--- src/rtl/rtc_resp_pkg.sv ---
package rtc_resp_pkg;

  typedef enum logic [2:0] {
    S_CMD,
    S_WRITE,
    S_RDARM,
    S_READ,
    S_DONE
  } eng_state_t;

  localparam int CLK_REGS      = 9;
  localparam int CTRL_IDX      = 7;
  localparam int TRICKLE_IDX   = 8;
  localparam int CLK_BURST_LEN = 8;
  localparam int ADDR_W        = 5;
  localparam logic [ADDR_W-1:0] BURST_ADDR = 5'h1F;

  // kept bits per clock-space register
  function automatic logic [7:0] field_mask(input logic [3:0] idx);
    case (idx)
      4'd0:    field_mask = 8'hFF;
      4'd1:    field_mask = 8'h7F;
      4'd2:    field_mask = 8'hBF;
      4'd3:    field_mask = 8'h3F;
      4'd4:    field_mask = 8'h1F;
      4'd5:    field_mask = 8'h07;
      4'd6:    field_mask = 8'hFF;
      4'd7:    field_mask = 8'h80;
      4'd8:    field_mask = 8'hFF;
      default: field_mask = 8'h00;
    endcase
  endfunction

  function automatic logic [7:0] reset_value(input int idx);
    case (idx)
      0:       reset_value = 8'h80;
      3, 4, 5: reset_value = 8'h01;
      7:       reset_value = 8'h80;
      default: reset_value = 8'h00;
    endcase
  endfunction

endpackage

--- src/rtl/rtc_pin_sync.sv ---
module rtc_pin_sync #(
  parameter int WIDTH  = 3,
  parameter int STAGES = 2
) (
  input  logic             clk,
  input  logic             rst_n,
  input  logic [WIDTH-1:0] pins,
  output logic [WIDTH-1:0] pins_s
);

  for (genvar b = 0; b < WIDTH; b++) begin : g_bit
    logic [STAGES-1:0] chain_q;
    logic [STAGES-1:0] chain_nx;

    always_comb begin
      chain_nx = {chain_q[STAGES-2:0], pins[b]};
    end

    always_ff @(posedge clk or negedge rst_n) begin
      if (!rst_n) chain_q <= '0;
      else        chain_q <= chain_nx;
    end

    assign pins_s[b] = chain_q[STAGES-1];
  end

endmodule

--- src/rtl/rtc_link_engine.sv ---
module rtc_link_engine
  import rtc_resp_pkg::*;
#(
  parameter int RAM_DEPTH = 31
) (
  input  logic              clk,
  input  logic              rst_n,
  input  logic              ce_s,
  input  logic              sclk_s,
  input  logic              din_s,
  input  logic [7:0]        rd_data,
  output logic              cmd_start,
  output logic              wr_en,
  output logic [7:0]        wr_data,
  output logic              acc_ram,
  output logic              acc_burst,
  output logic [ADDR_W-1:0] acc_addr,
  output logic              dout,
  output logic              dout_oe
);

  localparam int CNT_W = 4;
  localparam logic [5:0] RAM_LEN = 6'(RAM_DEPTH);
  localparam logic [5:0] CLK_LEN = 6'(CLK_BURST_LEN);

  eng_state_t        state_q, state_nx;
  logic [7:0]        sh_q, sh_nx;
  logic [CNT_W-1:0]  bcnt_q, bcnt_nx;
  logic [ADDR_W-1:0] beat_q, beat_nx;
  logic [5:0]        cmd_q, cmd_nx;   // command bits 6:1
  logic              sclk_d;
  logic              rise, fall;
  logic [5:0]        blen, beat_p1;
  logic              last_beat;

  assign rise      = sclk_s & ~sclk_d;
  assign fall      = ~sclk_s & sclk_d;
  assign acc_ram   = cmd_q[5];
  assign acc_burst = (cmd_q[4:0] == BURST_ADDR);
  assign blen      = acc_ram ? RAM_LEN : CLK_LEN;
  assign beat_p1   = {1'b0, beat_q} + 6'd1;
  assign last_beat = (beat_p1 >= blen);
  assign wr_data   = {din_s, sh_q[7:1]};

  always_comb begin
    if (!acc_burst)            acc_addr = cmd_q[4:0];
    else if (state_q == S_READ) acc_addr = beat_q + 5'd1;
    else                       acc_addr = beat_q;
  end

  always_comb begin
    state_nx  = state_q;
    sh_nx     = sh_q;
    bcnt_nx   = bcnt_q;
    beat_nx   = beat_q;
    cmd_nx    = cmd_q;
    cmd_start = 1'b0;
    wr_en     = 1'b0;
    if (!ce_s) begin
      state_nx = S_CMD;
      bcnt_nx  = '0;
      beat_nx  = '0;
    end else begin
      case (state_q)
        S_CMD: if (rise) begin
          sh_nx = {din_s, sh_q[7:1]};
          if (bcnt_q == 4'd7) begin
            cmd_nx    = sh_nx[6:1];
            cmd_start = 1'b1;
            bcnt_nx   = '0;
            beat_nx   = '0;
            if (!din_s)       state_nx = S_DONE;
            else if (sh_nx[0]) state_nx = S_RDARM;
            else              state_nx = S_WRITE;
          end else begin
            bcnt_nx = bcnt_q + 4'd1;
          end
        end
        S_WRITE: if (rise) begin
          sh_nx = {din_s, sh_q[7:1]};
          if (bcnt_q == 4'd7) begin
            wr_en   = 1'b1;
            bcnt_nx = '0;
            if (acc_burst && !last_beat) beat_nx = beat_q + 5'd1;
            else                         state_nx = S_DONE;
          end else begin
            bcnt_nx = bcnt_q + 4'd1;
          end
        end
        S_RDARM: if (fall) begin
          sh_nx    = rd_data;
          bcnt_nx  = 4'd1;
          state_nx = S_READ;
        end
        S_READ: if (fall) begin
          if (bcnt_q == 4'd8) begin
            if (acc_burst && !last_beat) begin
              beat_nx = beat_q + 5'd1;
              sh_nx   = rd_data;
              bcnt_nx = 4'd1;
            end else begin
              state_nx = S_DONE;
            end
          end else begin
            sh_nx   = {1'b0, sh_q[7:1]};
            bcnt_nx = bcnt_q + 4'd1;
          end
        end
        default: ;
      endcase
    end
  end

  always_ff @(posedge clk or negedge rst_n) begin
    if (!rst_n) begin
      state_q <= S_CMD;
      sh_q    <= '0;
      bcnt_q  <= '0;
      beat_q  <= '0;
      cmd_q   <= '0;
      sclk_d  <= 1'b0;
    end else begin
      state_q <= state_nx;
      sh_q    <= sh_nx;
      bcnt_q  <= bcnt_nx;
      beat_q  <= beat_nx;
      cmd_q   <= cmd_nx;
      sclk_d  <= sclk_s;
    end
  end

  assign dout    = sh_q[0];
  assign dout_oe = (state_q == S_READ) && ce_s;


  abort_to_cmd_chk: assert property (@(posedge clk) disable iff (!rst_n)
    !ce_s |=> (state_q == S_CMD && bcnt_q == '0));


  dout_hold_chk: assert property (@(posedge clk) disable iff (!rst_n)
    (state_q == S_READ && !fall) |=> $stable(dout));


  bit_count_range_chk: assert property (@(posedge clk) disable iff (!rst_n)
    bcnt_q <= 4'd8);


  done_quiet_chk: assert property (@(posedge clk) disable iff (!rst_n)
    (state_q == S_DONE && ce_s) |=> (state_q == S_DONE && !dout_oe));

endmodule

--- src/rtl/rtc_reg_bank.sv ---
module rtc_reg_bank
  import rtc_resp_pkg::*;
#(
  parameter int RAM_DEPTH = 31
) (
  input  logic                          clk,
  input  logic                          rst_n,
  input  logic                          cmd_start,
  input  logic                          wr_en,
  input  logic [7:0]                    wr_data,
  input  logic                          acc_ram,
  input  logic                          acc_burst,
  input  logic [ADDR_W-1:0]             acc_addr,
  output logic [7:0]                    rd_data,
  output logic [CLK_REGS-1:0][7:0]      regs
);

  localparam int STAGE_N = CLK_BURST_LEN - 1;

  logic [CLK_REGS-1:0][7:0] clk_q, clk_nx;
  logic [7:0]               stage_q [STAGE_N];
  logic [7:0]               ram_q   [RAM_DEPTH];
  logic                     wp_q;
  logic                     single_we, burst_commit, stage_we, ram_we;

  assign single_we    = wr_en && !acc_ram && !acc_burst;
  assign stage_we     = wr_en && !acc_ram && acc_burst && (acc_addr < ADDR_W'(STAGE_N));
  assign burst_commit = wr_en && !acc_ram && acc_burst && (acc_addr == ADDR_W'(CTRL_IDX)) && !wp_q;
  assign ram_we       = wr_en && acc_ram && (acc_addr < ADDR_W'(RAM_DEPTH)) && !wp_q;

  always_comb begin
    clk_nx = clk_q;
    if (single_we) begin
      if (acc_addr == ADDR_W'(CTRL_IDX))
        clk_nx[CTRL_IDX] = wr_data & field_mask(4'(CTRL_IDX));
      else if (acc_addr < ADDR_W'(CLK_REGS) && !wp_q)
        clk_nx[acc_addr[3:0]] = wr_data & field_mask(acc_addr[3:0]);
    end
    if (burst_commit) begin
      for (int i = 0; i < STAGE_N; i++) clk_nx[i] = stage_q[i] & field_mask(4'(i));
      clk_nx[CTRL_IDX] = wr_data & field_mask(4'(CTRL_IDX));
    end
  end

  for (genvar r = 0; r < CLK_REGS; r++) begin : g_reg
    always_ff @(posedge clk or negedge rst_n) begin
      if (!rst_n)      clk_q[r] <= reset_value(r);
      else if (wr_en)  clk_q[r] <= clk_nx[r];
    end
  end

  always_ff @(posedge clk or negedge rst_n) begin
    if (!rst_n)         wp_q <= 1'b1;
    else if (cmd_start) wp_q <= clk_q[CTRL_IDX][7];
  end

  always_ff @(posedge clk) begin
    if (stage_we) stage_q[acc_addr[2:0]] <= wr_data;
  end

  always_ff @(posedge clk) begin
    if (ram_we) ram_q[acc_addr] <= wr_data;
  end

  always_comb begin
    rd_data = 8'h00;
    if (acc_ram) begin
      if (acc_addr < ADDR_W'(RAM_DEPTH)) rd_data = ram_q[acc_addr];
    end else if (acc_addr < ADDR_W'(CLK_REGS)) begin
      rd_data = clk_q[acc_addr[3:0]];
    end
  end

  assign regs = clk_q;


  wp_block_chk: assert property (@(posedge clk) disable iff (!rst_n)
    (wr_en && wp_q && !(single_we && acc_addr == ADDR_W'(CTRL_IDX))) |=> $stable(clk_q));


  burst_defer_chk: assert property (@(posedge clk) disable iff (!rst_n)
    (wr_en && !acc_ram && acc_burst && acc_addr != ADDR_W'(CTRL_IDX)) |=> $stable(clk_q));


  ctrl_pad_chk: assert property (@(posedge clk) disable iff (!rst_n)
    clk_q[CTRL_IDX][6:0] == 7'd0);


  day_pad_chk: assert property (@(posedge clk) disable iff (!rst_n)
    clk_q[5][7:3] == 5'd0);

endmodule

--- src/rtl/rtc_serial_responder.sv ---
module rtc_serial_responder
  import rtc_resp_pkg::*;
#(
  parameter int RAM_DEPTH   = 31,
  parameter int SYNC_STAGES = 2
) (
  input  logic        clk,
  input  logic        rst_n,
  input  logic        ce,
  input  logic        sclk,
  input  logic        din,
  output logic        dout,
  output logic        dout_oe,
  output logic [55:0] time_regs,
  output logic [7:0]  ctrl_reg,
  output logic [7:0]  trickle_reg,
  output logic        clock_halt,
  output logic        hour_12h,
  output logic        charge_en
);

  logic [2:0]               pins_s;
  logic                     cmd_start, wr_en, acc_ram, acc_burst;
  logic [7:0]               wr_data, rd_data;
  logic [ADDR_W-1:0]        acc_addr;
  logic [CLK_REGS-1:0][7:0] regs;

  rtc_pin_sync #(.WIDTH(3), .STAGES(SYNC_STAGES)) i_sync (
    .clk    (clk),
    .rst_n  (rst_n),
    .pins   ({din, sclk, ce}),
    .pins_s (pins_s)
  );

  rtc_link_engine #(.RAM_DEPTH(RAM_DEPTH)) i_engine (
    .clk       (clk),
    .rst_n     (rst_n),
    .ce_s      (pins_s[0]),
    .sclk_s    (pins_s[1]),
    .din_s     (pins_s[2]),
    .rd_data   (rd_data),
    .cmd_start (cmd_start),
    .wr_en     (wr_en),
    .wr_data   (wr_data),
    .acc_ram   (acc_ram),
    .acc_burst (acc_burst),
    .acc_addr  (acc_addr),
    .dout      (dout),
    .dout_oe   (dout_oe)
  );

  rtc_reg_bank #(.RAM_DEPTH(RAM_DEPTH)) i_bank (
    .clk       (clk),
    .rst_n     (rst_n),
    .cmd_start (cmd_start),
    .wr_en     (wr_en),
    .wr_data   (wr_data),
    .acc_ram   (acc_ram),
    .acc_burst (acc_burst),
    .acc_addr  (acc_addr),
    .rd_data   (rd_data),
    .regs      (regs)
  );

  assign time_regs   = regs[6:0];
  assign ctrl_reg    = regs[CTRL_IDX];
  assign trickle_reg = regs[TRICKLE_IDX];
  assign clock_halt  = regs[0][7];
  assign hour_12h    = regs[2][7];
  assign charge_en   = (regs[TRICKLE_IDX][7:4] == 4'b1010);

endmodule

--- config.mk ---
export PLATFORM = sky130hd
export DESIGN_NAME = rtc_serial_responder
export DESIGN_NICKNAME = d
export VERILOG_FILES = /design/src/rtl/rtc_resp_pkg.sv /design/src/rtl/rtc_pin_sync.sv /design/src/rtl/rtc_link_engine.sv /design/src/rtl/rtc_reg_bank.sv /design/src/rtl/rtc_serial_responder.sv
export SDC_FILE = /design/constraint.sdc
export NUM_CORES = 1
export LEC_CHECK = 0
export ABC_AREA = 1
export BUFFER_PORTS_ARGS = -buffer_cell sky130_fd_sc_hd__buf_4
export CAP_MARGIN = 20
export CORE_MARGIN = 2
export CORE_UTILIZATION = 56
export CTS_CLUSTER_DIAMETER = 60
export DETAILED_ROUTE_END_ITERATION = 6
export PLACE_DENSITY = 0.85
export SLEW_MARGIN = 10
export SYNTH_ARGS = -nofsm -noshare
export SYNTH_HDL_FRONTEND = slang
export SYNTH_SLANG_ARGS = --single-unit
--- constraint.sdc ---
create_clock -name clk -period 2.8 [get_ports clk]
set_input_delay 0.84 -clock clk [delete_from_list [all_inputs] [get_ports clk]]
set_output_delay 0.84 -clock clk [all_outputs]
set_load 0.02 [all_outputs]
==> impl_metrics.tcl <==
set metrics [dict create \
    status "complete, no violations" \
    fillers 2179 \
    clockRootBuffer "clkbuf_16" \
    skew_ps 31.0 \
    n_antenna_cell 0 \
    wirelength_um 54800 \
    grt_pass1_wl_um 81700 \
    multi_input_area_mm2 0.00563 \
    period_share 0.991 \
    critPathTopFamily "simple AND/OR/NAND/NOR gates" \
    syn_inst 1833 \
    vias 14900 \
    async_flop_share 0.266 \
    finalSetupViolCount 0 \
    hold_path.class "primary input to async pin" \
    synth_flop_cell "edfxtp_1" \
    ctsHoldBuffers 0 \
    track_usage 0.324 \
    syn_area_mm2 0.0179 \
    synth-seq-cells 398 \
    cp-start-kind "register" \
    cp_max_fo 9 \
    seqCellArea_mm2 0.0114 \
    syn_area_per_cell_um2 9.79 \
    syn-num-nets 1845 \
    netlist.area_leader.share 0.489 \
    ys_seq_area_frac 0.637 \
    core_region_area_mm2 0.0316 \
    fmax_ghz 0.360 \
    holdWs_ps 244 \
    max_cap_viol_count 0 \
    io_pins 82 \
    top_layer_used "met4" \
    power_density_mw_per_mm2 668 \
    gr-total-overflow 0 \
    yosysWarningCount 0 \
    dr.pass1.iters 6 \
    p_total_mw 14.6 \
    clk_path_buf_depth 3 \
    die_w_um 183 \
    finalCriticalPeriod_ps 2780 \
    crit_chain "nand2_2 > nor2_4 > buf_4 > nand2_1 > nand3_4 > nand2_4 > nand2_1 > buf_4 > inv_1 > nand2_1 > nor2_1 > buf_4" \
    critPathKind "register to register" \
    reg2regPathDepth 12 \
    fin_util 0.695 \
    dp_hpwl_um 36400 \
    grt_setup_unrepaired "true" \
    numCtsBuffers 41 \
    start_util 0.569 \
    relSlewSlack 0.587 \
    clock_sinks 398 \
    cts_tree "yes" \
    die_h_um 183 \
    rr_startpoint "i_engine.state_q[1]" \
    critPathSlowestCell "dfrtp_1" \
    met3_wirelength_um 6910 \
    synth_edf_count 292 \
    insertion_delay_ps 560 \
    drive_gt1_frac 0.205 \
    met2WireLength_um 25600 \
    portBuffers 81 \
    cpPeakStageDelay_ps 430 \
    synth_area_leader_cell "edfxtp_1" \
    final_nets 2071 \
    tightest_slew_ps 620 \
    vias_per_cell 5.99 \
    hold_viol 0 \
    crit_buf_inv 4 \
    grt_max_degree 54 \
    drt-met1-wl_um 19600 \
    clkSlewWorstSetupHoldPaths_ps 60 \
    rr_endpoint "i_bank.stage_q[2][1]" \
    rrSetupSlack_ps 20 \
    drt_iter0_drc 2237 \
    max-vdd-ir-drop_uv 654 \
    fp-row-count 65 \
    antenna_found_initial 0 \
    dieArea_mm2 0.0335 \
    grt_pass1_vias 14400 \
    antenna_left 0 \
    power.leakage_nw 9.70 \
    critPathCaptureType "register" \
    wl_per_cell_um 22.0 \
    synth.distinct_cells 49 \
    worstPathRequired_ps 3060 \
    htreeDepth 2 \
    place_congestion 1.00 \
    drc_errors 0 \
    yosys-top-cells-area "edfxtp_1, dfrtp_1, nand2_1" \
    area_delta_synth_final_pct 22.3 \
    crit_arrival_ps 3040 \
    drv_slew 0 \
]
synth_stat cells (2+ instances only):
library cell,instances
nand3b_1,37
nor2_1,181
nor3_1,15
buf_2,17
a22oi_1,12
edfxtp_1,292
dfrtp_1,100
nor2_2,2
inv_2,13
o211ai_1,5
nor3b_1,2
nor2_4,5
buf_4,4
nand3_2,3
a2111oi_0,2
xor2_1,2
o221ai_1,3
o22ai_1,22
buf_1,6
o2111ai_1,3
a32o_1,2
clkbuf_1,44
nand3_1,80
dfstp_2,6
nand2_2,6
mux2_1,21
inv_1,199
or2_2,14
nand2_1,523
o21ai_1,11
o21ai_0,129
o21a_1,3
nand4_1,9
clkinv_1,5
ha_1,7
a21oi_1,35
stage by stage:
step	cell area (um^2)	setup TNS [ps]	instances	setup WS (ps)
6_report	21900	0	2494	24.1
5_1_grt	21900	-6830	2494	-105
4_1_cts	21700	0	2481	11.7
3_5_place_dp	20200	-2590	2404	-145
3_3_place_gp	20200	-1180	2404	-128
2_1_floorplan	18000	-9050	1833	-69.9
what timing repair did:
action | in CTS | in global routing
pin swaps | 1 | 7
setup endpoints to repair | 60 | 323
setup buffers | 1 | 11
gates resized for setup | 6 | 54
gates cloned | 0 | 2
worst reg2reg max path: stages, from the launching register on:
cell,delay [ps]
dfrtp_1,430
nand2_2,110
nor2_4,60
buf_4,160
nand2_1,100
nand3_4,120
nand2_4,150
nand2_1,120
buf_4,200
inv_1,270
nand2_1,340
nor2_1,260
buf_4,200
placed cells by master (no fill, tap or decap), types with 4 or more instances in the layout:
| cell | n |
|---|---|
| nor3_1 | 13 |
| a21oi_1 | 34 |
| clkinv_2 | 6 |
| nor2_1 | 148 |
| nand2_2 | 19 |
| clkbuf_1 | 9 |
| nor2_2 | 31 |
| bufinv_16 | 5 |
| inv_1 | 197 |
| dfrtp_1 | 99 |
| nand3_2 | 4 |
| buf_6 | 7 |
| nand2_1 | 509 |
| or2_2 | 14 |
| o211ai_1 | 5 |
| nand3_1 | 78 |
| nor2_4 | 9 |
| o22ai_1 | 22 |
| o21ai_0 | 123 |
| nand4_1 | 9 |
| buf_4 | 227 |
| o21ai_1 | 17 |
| buf_12 | 17 |
| ha_1 | 6 |
| clkinv_1 | 9 |
| mux2_1 | 21 |
| a22oi_1 | 12 |
| inv_2 | 17 |
| clkbuf_16 | 43 |
| dfstp_2 | 6 |
| edfxtp_1 | 292 |
| nand3b_1 | 37 |
state kept, by name (all words and copies together), names as in the netlist:
signal                cells
i_bank.ram_q            248
i_engine.beat_q           5
i_engine.cmd_q            6
i_engine.sclk_d           1
i_bank.wp_q               1
i_engine.state_q          3
i_bank.stage_q           44
i_engine.bcnt_q           4
i_engine.sh_q             8
i_sync.g_bit.chain_q      6
i_bank.regs              72
metal layers:
metal,vias to the layer above,GRT usage
li1,6519,-
met1,7071,0.429
met2,1118,0.514
met3,230,0.0747
met4,0,0.148
met5,-,0
layout make-up:
class | count | share of cell area
clock buffer | 53 | 0.0507
clock inverter | 23 | 0.0124
tap | 402 | 0.0229
sequential | 398 | 0.521
timing repair buffer | 253 | 0.0992
inverter | 217 | 0.0372
multi-input combinational | 1148 | 0.257
where the power goes:
part	internal, mW	switching (mW)	total (mW)
registers	6.91	0.0854	7.00
logic	0.512	1.56	2.07
clock network	3.29	2.29	5.58
cell families (layout without fill, tap and decap cells):
| group | Yosys count | after routing | synth area share |
|---|---|---|---|
| simple gates | 881 | 882 | 0.208 |
| flops | 398 | 398 | 0.637 |
| buf+inv | 288 | 546 | 0.0623 |
| compound gates | 234 | 234 | 0.0734 |
| mux | 22 | 22 | 0.0137 |
| fa+ha+maj | 7 | 7 | 0.00488 |
| xor+xnor | 3 | 3 | 0.00146 |
how the worst max path moves through the flow:
stage                              from                   end  depth (start not counted)
CTS                  i_engine.beat_q[0]       i_bank.regs[55]                         16
global placement     i_engine.beat_q[0]       i_bank.regs[10]                         13
global route        i_engine.state_q[2]        i_bank.regs[4]                         16
floorplan           i_engine.state_q[2]    i_bank.ram_q[8][0]                         17
detailed placement   i_engine.beat_q[0]       i_bank.regs[14]                         13
finish              i_engine.state_q[1]  i_bank.stage_q[2][1]                         12
Power figures use the tool's default switching activity.
